===== config.mk =====
export PLATFORM = sky130hd
export DESIGN_NAME = err_cnt_bank
export DESIGN_NICKNAME = d
export VERILOG_FILES = /design/src/rtl/err_cnt_pkg.sv /design/src/rtl/err_cnt_cell.sv /design/src/rtl/err_cnt_status.sv /design/src/rtl/err_cnt_regif.sv /design/src/rtl/err_cnt_bank.sv
export SDC_FILE = /design/constraint.sdc
export NUM_CORES = 1
export LEC_CHECK = 0
export BUFFER_PORTS_ARGS = -buffer_cell sky130_fd_sc_hd__clkbuf_2
export CORE_UTILIZATION = 65
export CTS_BUF_LIST = sky130_fd_sc_hd__clkbuf_4 sky130_fd_sc_hd__clkbuf_8
export DETAILED_ROUTE_END_ITERATION = 10
export PLACE_DENSITY_LB_ADDON = 0.3
export SYNTH_ARGS = -nofsm -noshare
export SYNTH_HDL_FRONTEND = slang
export SYNTH_SLANG_ARGS = --single-unit
export TNS_END_PERCENT = 50

===== constraint.sdc =====
create_clock -name clk_i -period 3.43 [get_ports clk_i]
set_input_delay 0.343 -clock clk_i [delete_from_list [all_inputs] [get_ports clk_i]]
set_output_delay 0.343 -clock clk_i [all_outputs]
set_load 0.02 [all_outputs]

===== src/rtl/err_cnt_pkg.sv =====
package err_cnt_pkg;
  localparam int BYTE_W = 8;
  localparam int BYTE_SEL_W = 2;
  localparam int HOLD_PAD_W = 32;

  typedef enum logic [1:0] {
    RD_CNT,
    RD_STAT,
    RD_EN,
    RD_NONE
  } rd_kind_e;
endpackage


===== src/rtl/err_cnt_cell.sv =====
module err_cnt_cell
  import err_cnt_pkg::*;
#(
  parameter int W = 16
) (
  input  logic                  clk_i,
  input  logic                  rst_ni,
  input  logic                  ev_i,
  input  logic                  snap_i,
  input  logic                  int_en_i,
  input  logic [BYTE_SEL_W-1:0] byte_sel_i,
  output logic                  set_o,
  output logic [BYTE_W-1:0]     byte_o
);
  localparam logic [W-1:0] MAX_V = {W{1'b1}};

  logic [W-1:0]          cnt_q;
  logic [W-1:0]          hold_q;
  logic                  at_max;
  logic [HOLD_PAD_W-1:0] hold_pad;

  assign at_max = (cnt_q == MAX_V);

  always_ff @(posedge clk_i or negedge rst_ni) begin
    if (!rst_ni) begin
      cnt_q <= '0;
    end else if (snap_i) begin
      cnt_q <= ev_i ? W'(1) : '0;  // event in the snapshot cycle opens the new window
    end else if (ev_i) begin
      if (at_max) cnt_q <= int_en_i ? '0 : cnt_q;
      else        cnt_q <= cnt_q + W'(1);
    end
  end

  always_ff @(posedge clk_i or negedge rst_ni) begin
    if (!rst_ni)     hold_q <= '0;
    else if (snap_i) hold_q <= cnt_q;
  end

  assign set_o    = ev_i & ~snap_i & at_max;
  assign hold_pad = HOLD_PAD_W'(hold_q);

  always_comb begin
    if (byte_sel_i == '0) byte_o = cnt_q[BYTE_W-1:0];
    else                  byte_o = hold_pad[{byte_sel_i, 3'b000} +: BYTE_W];
  end

  assert_incr_R2: assert property (@(posedge clk_i) disable iff (!rst_ni)
    ev_i && !snap_i && !at_max |=> cnt_q == W'($past(cnt_q) + W'(1)))
    else $error("counter did not advance");

  assert_saturate_R3: assert property (@(posedge clk_i) disable iff (!rst_ni)
    ev_i && !snap_i && at_max && !int_en_i |=> cnt_q == MAX_V)
    else $error("counter left saturation");

  assert_wrap_R4: assert property (@(posedge clk_i) disable iff (!rst_ni)
    ev_i && !snap_i && at_max && int_en_i |=> cnt_q == '0)
    else $error("counter did not wrap");

  assert_snap_clear_R5: assert property (@(posedge clk_i) disable iff (!rst_ni)
    snap_i && !ev_i |=> cnt_q == '0)
    else $error("counter not cleared on read");

  assert_snap_event_R6: assert property (@(posedge clk_i) disable iff (!rst_ni)
    snap_i && ev_i |=> cnt_q == W'(1))
    else $error("event lost during read");

  assert_hold_stable_R5: assert property (@(posedge clk_i) disable iff (!rst_ni)
    !snap_i |=> $stable(hold_q))
    else $error("held value changed without snapshot");
endmodule


===== src/rtl/err_cnt_status.sv =====
module err_cnt_status #(
  parameter int N = 8
) (
  input  logic         clk_i,
  input  logic         rst_ni,
  input  logic [N-1:0] set_i,
  input  logic         clr_i,
  input  logic [N-1:0] en_i,
  output logic [N-1:0] st_o,
  output logic         irq_o
);
  logic [N-1:0] st_q;

  always_ff @(posedge clk_i or negedge rst_ni) begin
    if (!rst_ni) st_q <= '0;
    else         st_q <= (clr_i ? '0 : st_q) | set_i;
  end

  assign st_o  = st_q;
  assign irq_o = |(st_q & en_i);

  assert_set_sticks_R7: assert property (@(posedge clk_i) disable iff (!rst_ni)
    set_i != '0 |=> (st_q & $past(set_i)) == $past(set_i))
    else $error("status set lost");

  assert_read_clears_R7: assert property (@(posedge clk_i) disable iff (!rst_ni)
    clr_i && set_i == '0 |=> st_q == '0)
    else $error("status not cleared on read");

  assert_sticky_R3: assert property (@(posedge clk_i) disable iff (!rst_ni)
    !clr_i |=> (st_q & $past(st_q)) == $past(st_q))
    else $error("status bit dropped without read");
endmodule


===== src/rtl/err_cnt_regif.sv =====
module err_cnt_regif
  import err_cnt_pkg::*;
#(
  parameter int N      = 8,
  parameter int ADDR_W = 6
) (
  input  logic                      clk_i,
  input  logic                      rst_ni,
  input  logic                      rd_en_i,
  input  logic                      wr_en_i,
  input  logic [ADDR_W-1:0]         addr_i,
  input  logic [BYTE_W-1:0]         wr_data_i,
  input  logic [N-1:0][BYTE_W-1:0]  cnt_byte_i,
  input  logic [N-1:0]              st_i,
  output logic [N-1:0]              snap_o,
  output logic [BYTE_SEL_W-1:0]     byte_sel_o,
  output logic                      st_clr_o,
  output logic [N-1:0]              en_o,
  output logic [BYTE_W-1:0]         rd_data_o
);
  localparam int IDX_W = ADDR_W - 1 - BYTE_SEL_W;
  localparam logic [ADDR_W-1:0] STAT_ADDR = ADDR_W'(1) << (ADDR_W - 1);
  localparam logic [ADDR_W-1:0] EN_ADDR   = STAT_ADDR | ADDR_W'(1);

  logic [IDX_W-1:0]  idx;
  rd_kind_e          kind;
  logic [N-1:0]      en_q;
  logic [BYTE_W-1:0] rd_q;
  logic [BYTE_W-1:0] rd_d;

  assign idx        = addr_i[ADDR_W-2 -: IDX_W];
  assign byte_sel_o = addr_i[BYTE_SEL_W-1:0];

  always_comb begin
    if (!addr_i[ADDR_W-1] && (int'(idx) < N)) kind = RD_CNT;
    else if (addr_i == STAT_ADDR)              kind = RD_STAT;
    else if (addr_i == EN_ADDR)                kind = RD_EN;
    else                                       kind = RD_NONE;
  end

  for (genvar i = 0; i < N; i++) begin : g_snap
    assign snap_o[i] = rd_en_i && (kind == RD_CNT) && (idx == IDX_W'(i)) &&
                       (byte_sel_o == '0);
  end

  assign st_clr_o = rd_en_i && (kind == RD_STAT);

  always_comb begin
    unique case (kind)
      RD_CNT:  rd_d = cnt_byte_i[idx];
      RD_STAT: rd_d = BYTE_W'(st_i);
      RD_EN:   rd_d = BYTE_W'(en_q);
      default: rd_d = '0;
    endcase
  end

  always_ff @(posedge clk_i or negedge rst_ni) begin
    if (!rst_ni)      rd_q <= '0;
    else if (rd_en_i) rd_q <= rd_d;
  end

  always_ff @(posedge clk_i or negedge rst_ni) begin
    if (!rst_ni)                         en_q <= '0;
    else if (wr_en_i && kind == RD_EN)   en_q <= wr_data_i[N-1:0];
  end

  assign en_o      = en_q;
  assign rd_data_o = rd_q;

  assert_rd_hold_R10: assert property (@(posedge clk_i) disable iff (!rst_ni)
    !rd_en_i |=> $stable(rd_data_o))
    else $error("read data changed without read");

  assert_en_write_R8: assert property (@(posedge clk_i) disable iff (!rst_ni)
    wr_en_i && addr_i == EN_ADDR |=> en_o == $past(wr_data_i[N-1:0]))
    else $error("enable write not taken");

  assert_en_ignore_R8: assert property (@(posedge clk_i) disable iff (!rst_ni)
    !(wr_en_i && addr_i == EN_ADDR) |=> $stable(en_o))
    else $error("enable changed without write");

  assert_one_snap_R5: assert property (@(posedge clk_i) disable iff (!rst_ni)
    $onehot0(snap_o))
    else $error("multiple snapshots");
endmodule


===== src/rtl/err_cnt_bank.sv =====
module err_cnt_bank
  import err_cnt_pkg::*;
#(
  parameter int NUM_CNT  = 8,
  parameter int CNT_W    = 16,
  parameter int WIDE_W   = 24,
  parameter int WIDE_IDX = 0,
  localparam int IDX_W   = $clog2(NUM_CNT),
  localparam int ADDR_W  = IDX_W + 1 + BYTE_SEL_W
) (
  input  logic               clk_i,
  input  logic               rst_ni,
  input  logic [NUM_CNT-1:0] err_i,
  input  logic               rd_en_i,
  input  logic               wr_en_i,
  input  logic [ADDR_W-1:0]  addr_i,
  input  logic [BYTE_W-1:0]  wr_data_i,
  output logic [BYTE_W-1:0]  rd_data_o,
  output logic               irq_o
);
  logic [NUM_CNT-1:0]             snap;
  logic [NUM_CNT-1:0]             set;
  logic [NUM_CNT-1:0]             en;
  logic [NUM_CNT-1:0]             st;
  logic [NUM_CNT-1:0][BYTE_W-1:0] cnt_byte;
  logic [BYTE_SEL_W-1:0]          byte_sel;
  logic                           st_clr;

  for (genvar i = 0; i < NUM_CNT; i++) begin : g_cnt
    localparam int CW = (i == WIDE_IDX) ? WIDE_W : CNT_W;
    err_cnt_cell #(.W(CW)) u_cell (
      .clk_i      (clk_i),
      .rst_ni     (rst_ni),
      .ev_i       (err_i[i]),
      .snap_i     (snap[i]),
      .int_en_i   (en[i]),
      .byte_sel_i (byte_sel),
      .set_o      (set[i]),
      .byte_o     (cnt_byte[i])
    );
  end

  err_cnt_status #(.N(NUM_CNT)) u_status (
    .clk_i  (clk_i),
    .rst_ni (rst_ni),
    .set_i  (set),
    .clr_i  (st_clr),
    .en_i   (en),
    .st_o   (st),
    .irq_o  (irq_o)
  );

  err_cnt_regif #(.N(NUM_CNT), .ADDR_W(ADDR_W)) u_regif (
    .clk_i      (clk_i),
    .rst_ni     (rst_ni),
    .rd_en_i    (rd_en_i),
    .wr_en_i    (wr_en_i),
    .addr_i     (addr_i),
    .wr_data_i  (wr_data_i),
    .cnt_byte_i (cnt_byte),
    .st_i       (st),
    .snap_o     (snap),
    .byte_sel_o (byte_sel),
    .st_clr_o   (st_clr),
    .en_o       (en),
    .rd_data_o  (rd_data_o)
  );

  assert_irq_R9: assert property (@(posedge clk_i) disable iff (!rst_ni)
    irq_o |-> (st & en) != '0)
    else $error("interrupt without enabled status");
endmodule


==> results of run 1 <==
routing by layer:
| layer | vias to the layer above | track usage, % | part of all wire (%) |
|---|---|---|---|
| li1 | 5523 | - | - |
| met1 | 5823 | 49.1 | 42 |
| met3 | 94 | 7.81 | 9.8 |
| met4 | 0 | 10.5 | 2.7 |
| met5 | - | 0 | 0 |
| met2 | 631 | 52.3 | 45 |
critical path, cell delays in order (launching register included):
cell	delay, ns
dfrtp_1	0.41
ha_1	0.22
nand2_1	0.13
or4_1	0.60
o21ai_1	0.70
o22ai_1	0.19
a22o_1	0.26
layout make-up:
type / count / area, um^2 / area share [%]
Multi-Input combinational cell: 1123 / 6930 / 47.7
Sequential cell: 232 / 5810 / 40.0
Clock buffer: 65 / 838 / 5.77
Timing Repair Buffer: 63 / 425 / 2.93
Tap cell: 270 / 338 / 2.32
Inverter: 44 / 165 / 1.14
Clock inverter: 5 / 30.0 / 0.207
how the worst min path moves through the flow:
stage,end,slack (ns)
final,u_regif.en_o[5],0.05
after global routing,u_regif.en_o[0],0.04
after CTS,u_regif.en_o[5],0.03
after detailed placement,g_cnt[3].u_cell.cnt_q[7],0.37
after global placement,g_cnt[3].u_cell.cnt_q[11],0.37
after floorplan,g_cnt[0].u_cell.cnt_q[0],0.05
stage by stage:
stage	cell area, um^2	util, %
after floorplan	13400	-
after global placement	13700	67.7
after detailed placement	13700	67.7
after CTS	14500	72.0
after global routing	14500	72.0
final	14500	72.0
state kept, by name, indices dropped and copies added (netlist names):
| register | flops |
|---|---|
| g_cnt.u_cell.cnt_q | 136 |
| u_regif.rd_data_o | 8 |
| g_cnt.u_cell.hold_q | 72 |
| u_regif.en_o | 8 |
| u_status.st_o | 8 |
cell usage in the layout, fill, tap and decap left out, types with 30 or more instances in the layout:
cell / n
a211oi_1: 30
nor2_1: 80
nand2_1: 268
clkbuf_8: 56
nand3_1: 51
clkbuf_2: 33
o21ai_0: 66
inv_1: 43
mux2i_1: 51
a21oi_1: 82
nand4_1: 37
dfrtp_1: 232
logic make-up (layout without fill, tap and decap cells):
| kind of cell | Yosys count | in the layout | share of synthesized area [%] |
|---|---|---|---|
| adders and majority gates | 8 | 8 | 0.749 |
| buffers and inverters | 145 | 177 | 4.72 |
| AOI/OAI and AO/OA | 387 | 387 | 20.0 |
| DFF | 232 | 232 | 43.5 |
| and+or+nand+nor | 633 | 633 | 23.9 |
| xor gates and xnor gates | 17 | 17 | 1.11 |
| muxes | 78 | 78 | 6.10 |
report_power, final:
| group | switching, mW | internal, mW | total, mW | leakage (nW) |
|---|---|---|---|---|
| Sequential | 0.629 | 3.12 | 3.75 | 3.00 |
| Clock | 1.16 | 1.54 | 2.70 | 0.456 |
| Combinational | 0.747 | 0.574 | 1.32 | 3.04 |
==> reports/metrics.cfg, run 1 <==
[cells_and_area]
final_nets=1539
n_fill_cell=1532
final_cells=1802
antenna_cells=0
drive_gt1_share_pct=12.8
syn_to_final_growth_pct=8.78

[sta]
tightest_slew_ns=0.907
finalCritPeriodShare_pct=76.0
clock-skew-final_ns=0.0131
rsz0062_at_grt=false
setup_viol=0
timing.fmax_mhz=384
setup_tns_ns=0
fin_ws_ns=0.824
final_max_slew_viol_count=0
final.min_clock_period_ns=2.61
timing.hold.ws_ns=0.0483
finalHoldViolCount=0
relSlewSlack_pct=39.2

[global_route]
grt_max_degree=95
grt_pass1_wl_um=58600
antenna_found_initial=0
grt-ovfl-total=0
grt_pass1_vias=11200
grt_use_total_pct=34.3

[placed_design]
pre_cts_slack_ns=0.767
port-buffer-count=34
placedCellCount=1731
place.gp.congestion=0.950
hpwlAfterDp_um=25000

[status]
outcome=complete, no violations

[routing]
detail-route-antenna-nets=0
wl_per_cell_um=19.9
drc=0
wl_um=35900
via_count=12100
first_iter_violations=1225
first_pass_iters=8
viasPerCell=6.70

[setup_path]
timing.rr.end=g_cnt[4].u_cell.cnt_q[5]
worstSetupStartpointType=flip-flop
startpoint=g_cnt[4].u_cell.cnt_q[0]
worstPathRequired_ns=3.86
rr_worst_depth=6
rrSetupSlack_ns=0.82
crit_end=g_cnt[4].u_cell.cnt_q[5]
end_kind=flip-flop
cp.arrival_ns=3.03
path_class=flip-flop to flip-flop
cp_max_fo=12
reg2reg_from=g_cnt[4].u_cell.cnt_q[0]

[synth]
netlist_area_um2=13400
ys_types=88
netlist_top_cells_area=dfrtp_1 43%, nand2_1 7.5%, mux2i_1 3.8%
yosys_warnings=0
synth_top_area_share_pct=43.5
synth_nets=1534
ys_seq_area_share_pct=43.5
yosysTopAreaCell=dfrtp_1
synth_top_cells_by_count=268 x nand2_1, 232 x dfrtp_1, 82 x a21oi_1
ys_ff_latch=232
syn_avg_cell_area_um2=8.91
synthCells=1500
synth-main-ff-cell=dfrtp_1
synth-edff-count=0
synthMostInstantiatedCell=nand2_1
async_flop_share_pct=100

[pwr]
cellPowerDensity_nw_per_um2=535
totalPowerFinal_mw=7.78
vdd_drop_max_mv=0.345
leakage_nw=6.49

[floorplan]
core-area_um2=20200
rows=52
die_width_um=145
die_area_um2=21100
ios=35
start_util_pct=66.2
fp.dieH_um=145

[clocking]
clock_path_buffers=3
clk_latency_ns=0.53
cts_buffers=41
cts.htree.levels=2
hold_buffers=1
root_buffer=clkbuf_8
tritoncts=yes
cts_resized=0
cts_setup_buffers=0
clk_pin_slew_ns=0.06
clock_sinks=232

[worst_hold_path]
hold_start=wr_data_i[5]
min_path_type=primary input to flip-flop
worstHoldPathCells=2

[job]
drv_cap=0

(Power assumes the default switching activity.)
==> inputs of run 2 (changes only) <==
--- a/config.mk
+++ b/config.mk
@@ -5,8 +5,9 @@
 export SDC_FILE = /design/constraint.sdc
 export NUM_CORES = 1
 export LEC_CHECK = 0
+export ABC_AREA = 1
 export BUFFER_PORTS_ARGS = -buffer_cell sky130_fd_sc_hd__clkbuf_2
-export CORE_UTILIZATION = 65
+export CORE_UTILIZATION = 59
 export CTS_BUF_LIST = sky130_fd_sc_hd__clkbuf_4 sky130_fd_sc_hd__clkbuf_8
 export DETAILED_ROUTE_END_ITERATION = 10
 export PLACE_DENSITY_LB_ADDON = 0.3
==> constraint.sdc (replaced) <==
create_clock -name clk_i -period 2.3 [get_ports clk_i]
set_input_delay 0.23 -clock clk_i [delete_from_list [all_inputs] [get_ports clk_i]]
set_output_delay 0.23 -clock clk_i [all_outputs]
set_load 0.02 [all_outputs]
==> run 2 against run 1 <==
  * Clock power up 55%
  * Sequential power up 42%
  * Flip-flop and latch count unchanged
  * Combinational power up 62%
  * Final area grew 10%
  * Area after synthesis up 7.5%
  * Register-to-register slack got worse by 0.65 ns
==> reports/metrics.cfg, run 2 <==
[routing]
wl_per_cell_um=16.8  ; -16%
first_pass_iters=9  ; +1
via_count=14300  ; +19%
drc=0  ; unchanged
detail-route-antenna-nets=0  ; unchanged
first_iter_violations=1571  ; +28%
viasPerCell=5.82  ; -13%
wl_um=41400  ; +15%

[floorplan]
start_util_pct=60.6  ; -5.6 points
core-area_um2=23700  ; +17%
die_area_um2=25000  ; +18%
fp.dieH_um=158  ; +8.7%
die_width_um=158  ; +8.7%
rows=56  ; +7.7%
ios=35  ; unchanged

[clocking]
clk_latency_ns=0.56  ; +0.03 ns
cts_setup_buffers=0  ; unchanged
cts.htree.levels=2  ; unchanged
clock_sinks=232  ; unchanged
clock_path_buffers=3  ; unchanged
root_buffer=clkbuf_8
clk_pin_slew_ns=0.06  ; about the same
tritoncts=yes
cts_buffers=42  ; +2.4%

[synth]
async_flop_share_pct=100  ; unchanged
ys_types=42  ; -52%
synth_top_cells_by_count=605 x nand2_1, 234 x nand3_1, 232 x dfrtp_1
netlist_area_um2=14400  ; +7.5%
synth_nets=2083  ; +36%
synth-edff-count=0  ; unchanged
synthMostInstantiatedCell=nand2_1
ys_ff_latch=232  ; unchanged
yosysTopAreaCell=dfrtp_1
ys_seq_area_share_pct=40.4  ; -3.0 points
synth_top_area_share_pct=40.4  ; -3.0 points
synth-main-ff-cell=dfrtp_1
synthCells=2049  ; +37%
syn_avg_cell_area_um2=7.01  ; -21%
yosys_warnings=0  ; unchanged
netlist_top_cells_area=dfrtp_1 40%, nand2_1 16%, nand3_1 8.2%

[pwr]
cellPowerDensity_nw_per_um2=728  ; +36%
vdd_drop_max_mv=0.603  ; +75%
leakage_nw=7.53  ; +16%

[sta]
setup_tns_ns=0  ; unchanged
relSlewSlack_pct=59.2  ; +20 points
finalCritPeriodShare_pct=92.5  ; +17 points
clock-skew-final_ns=0.0165  ; +0.00344 ns
timing.hold.ws_ns=0.0463  ; -0.00207 ns
setup_viol=0  ; unchanged
tightest_slew_ns=0.613  ; -0.295 ns
timing.fmax_mhz=470  ; +22%
final_max_slew_viol_count=0  ; unchanged
fin_ws_ns=0.172  ; -0.652 ns
final.min_clock_period_ns=2.13  ; -0.478 ns
rsz0062_at_grt=false
finalHoldViolCount=0  ; unchanged

[cells_and_area]
top_regs=g_cnt.u_cell.cnt_q (136), g_cnt.u_cell.hold_q (72)
final_nets=2147  ; +40%
design_area_um2=16000  ; +10%
drive_gt1_share_pct=11.4  ; -1.4 points
antenna_cells=0  ; unchanged
syn_to_final_growth_pct=11.3
final_util_pct=67.5  ; -4.6 points
largest_reg_flops=136  ; unchanged
mostFrequentLayoutCells=605 x nand2_1, 234 x nand3_1, 232 x dfrtp_1
largest-register=g_cnt.u_cell.cnt_q
layout_commonest_cell=nand2_1

[setup_path]
slowest_delay_ns=0.44  ; -0.26 ns
rr_worst_depth=10  ; +4
path_class=flip-flop to flip-flop
worstSetupStartpointType=flip-flop
worstPathRequired_ns=2.74  ; -1.12 ns
worstPathCellList=ha_1 > nand2_2 > nor2_2 > nand2_2 > nor3_4 > nand3_2 > nand2_4 > inv_4 > nand2_1 > o21ai_2
cpMostUsedCell=nand2_2
rrSetupSlack_ns=0.17  ; -0.65 ns
cp_max_fo=19  ; +7
cp.arrival_ns=2.56  ; -0.47 ns
end_kind=flip-flop
slowest_stage=dfrtp_1

[placed_design]
hpwlAfterDp_um=30700  ; +23%
place.gp.congestion=0.981  ; +3.2%
pre_cts_slack_ns=0.196  ; -0.571 ns
place_area_um2=14900  ; +9.2%
port-buffer-count=34  ; unchanged

[global_route]
grt_pass1_wl_um=66800  ; +14%
grt_use_total_pct=34.4  ; +0.078 points
grt_max_degree=77  ; -19%
grt-ovfl-total=0  ; unchanged
met3_usage_pct=7.58  ; -0.22 points
busiest_layer=met2
met1_usage_pct=48.7  ; -0.43 points
met2_usage_pct=52.1  ; -0.15 points
grt_pass1_vias=13000  ; +16%
antenna_found_initial=0  ; unchanged

[job]
drv_cap=0  ; unchanged

[worst_hold_path]
min_path_type=primary input to flip-flop
worstHoldPathCells=3  ; +1

[status]
outcome=complete, no violations

[run 2: stage by stage]
step / std cells / power (mW)
final: 2462 / 11.6
after global routing: 2462 / 12.2
after CTS: 2462 / 11.6
after detailed placement: 2372 / 7.43
after global placement: 2372 / 7.34
after floorplan: 2049 / 6.67
[run 2: cells by family (layout without fill, tap and decap cells)]
logic type               Yosys count  in the layout  share of synthesized area [%]
AND/OR/NAND/NOR                 1215           1215                           38.1
buffers and inverters            312            406                           9.19
AO/OA/AOI/OAI                    236            236                           8.78
flip-flops                       232            232                           40.4
XOR/XNOR                          44             44                           2.68
adder cells (fa/ha/maj)            8              8                          0.697
multiplexers                       2              2                          0.157
[run 2: cell type report]
| cell class | count | area [um^2] |
|---|---|---|
| Tap cell | 319 | 399 |
| Clock inverter | 8 | 67.6 |
| Fill cell | 2145 | 7700 |
| Multi-Input combinational cell | 1505 | 7250 |
| Clock buffer | 66 | 833 |
| Inverter | 231 | 880 |
| Timing Repair Buffer | 101 | 748 |
| Sequential cell | 232 | 5810 |
[run 2: timing repair]
action,in CTS,in global routing
resized for setup,0,2
hold buffers,16,0
hold endpoints to repair,89,0
endpoints found under the setup margin,0,12
[run 2: worst paths after layout]
check,from,end
worst max-delay path,g_cnt[2].u_cell.cnt_q[0],g_cnt[2].u_cell.cnt_q[5]
worst min-delay path,err_i[2],g_cnt[2].u_cell.cnt_q[0]
worst max register to register,g_cnt[2].u_cell.cnt_q[0],g_cnt[2].u_cell.cnt_q[5]
worst min register to register,u_regif.rd_data_o[3],u_regif.rd_data_o[3]
max in group asynchronous,rst_ni,g_cnt[5].u_cell.cnt_q[8]
min in group asynchronous,rst_ni,g_cnt[2].u_cell.cnt_q[8]
[run 2: where the power goes]
| group | switching [mW] | internal, mW |
|---|---|---|
| Combinational | 1.34 | 0.796 |
| Sequential | 0.717 | 4.60 |
| Clock | 1.77 | 2.41 |
[run 2: worst max-delay path: cells and delay by family (launching register included)]
kind            cells  cell delay [ns]
compound gates      1             0.05
fa+ha+maj           1             0.26
simple gates        7             1.14
flops               1             0.44
buf+inv             1             0.11
[run 2: metal layers]
layer | vias up | share of wire, %
li1 | 6825 | -
met1 | 6760 | 43
met2 | 658 | 44
met3 | 98 | 9.6
met4 | 0 | 2.9
met5 | - | 0
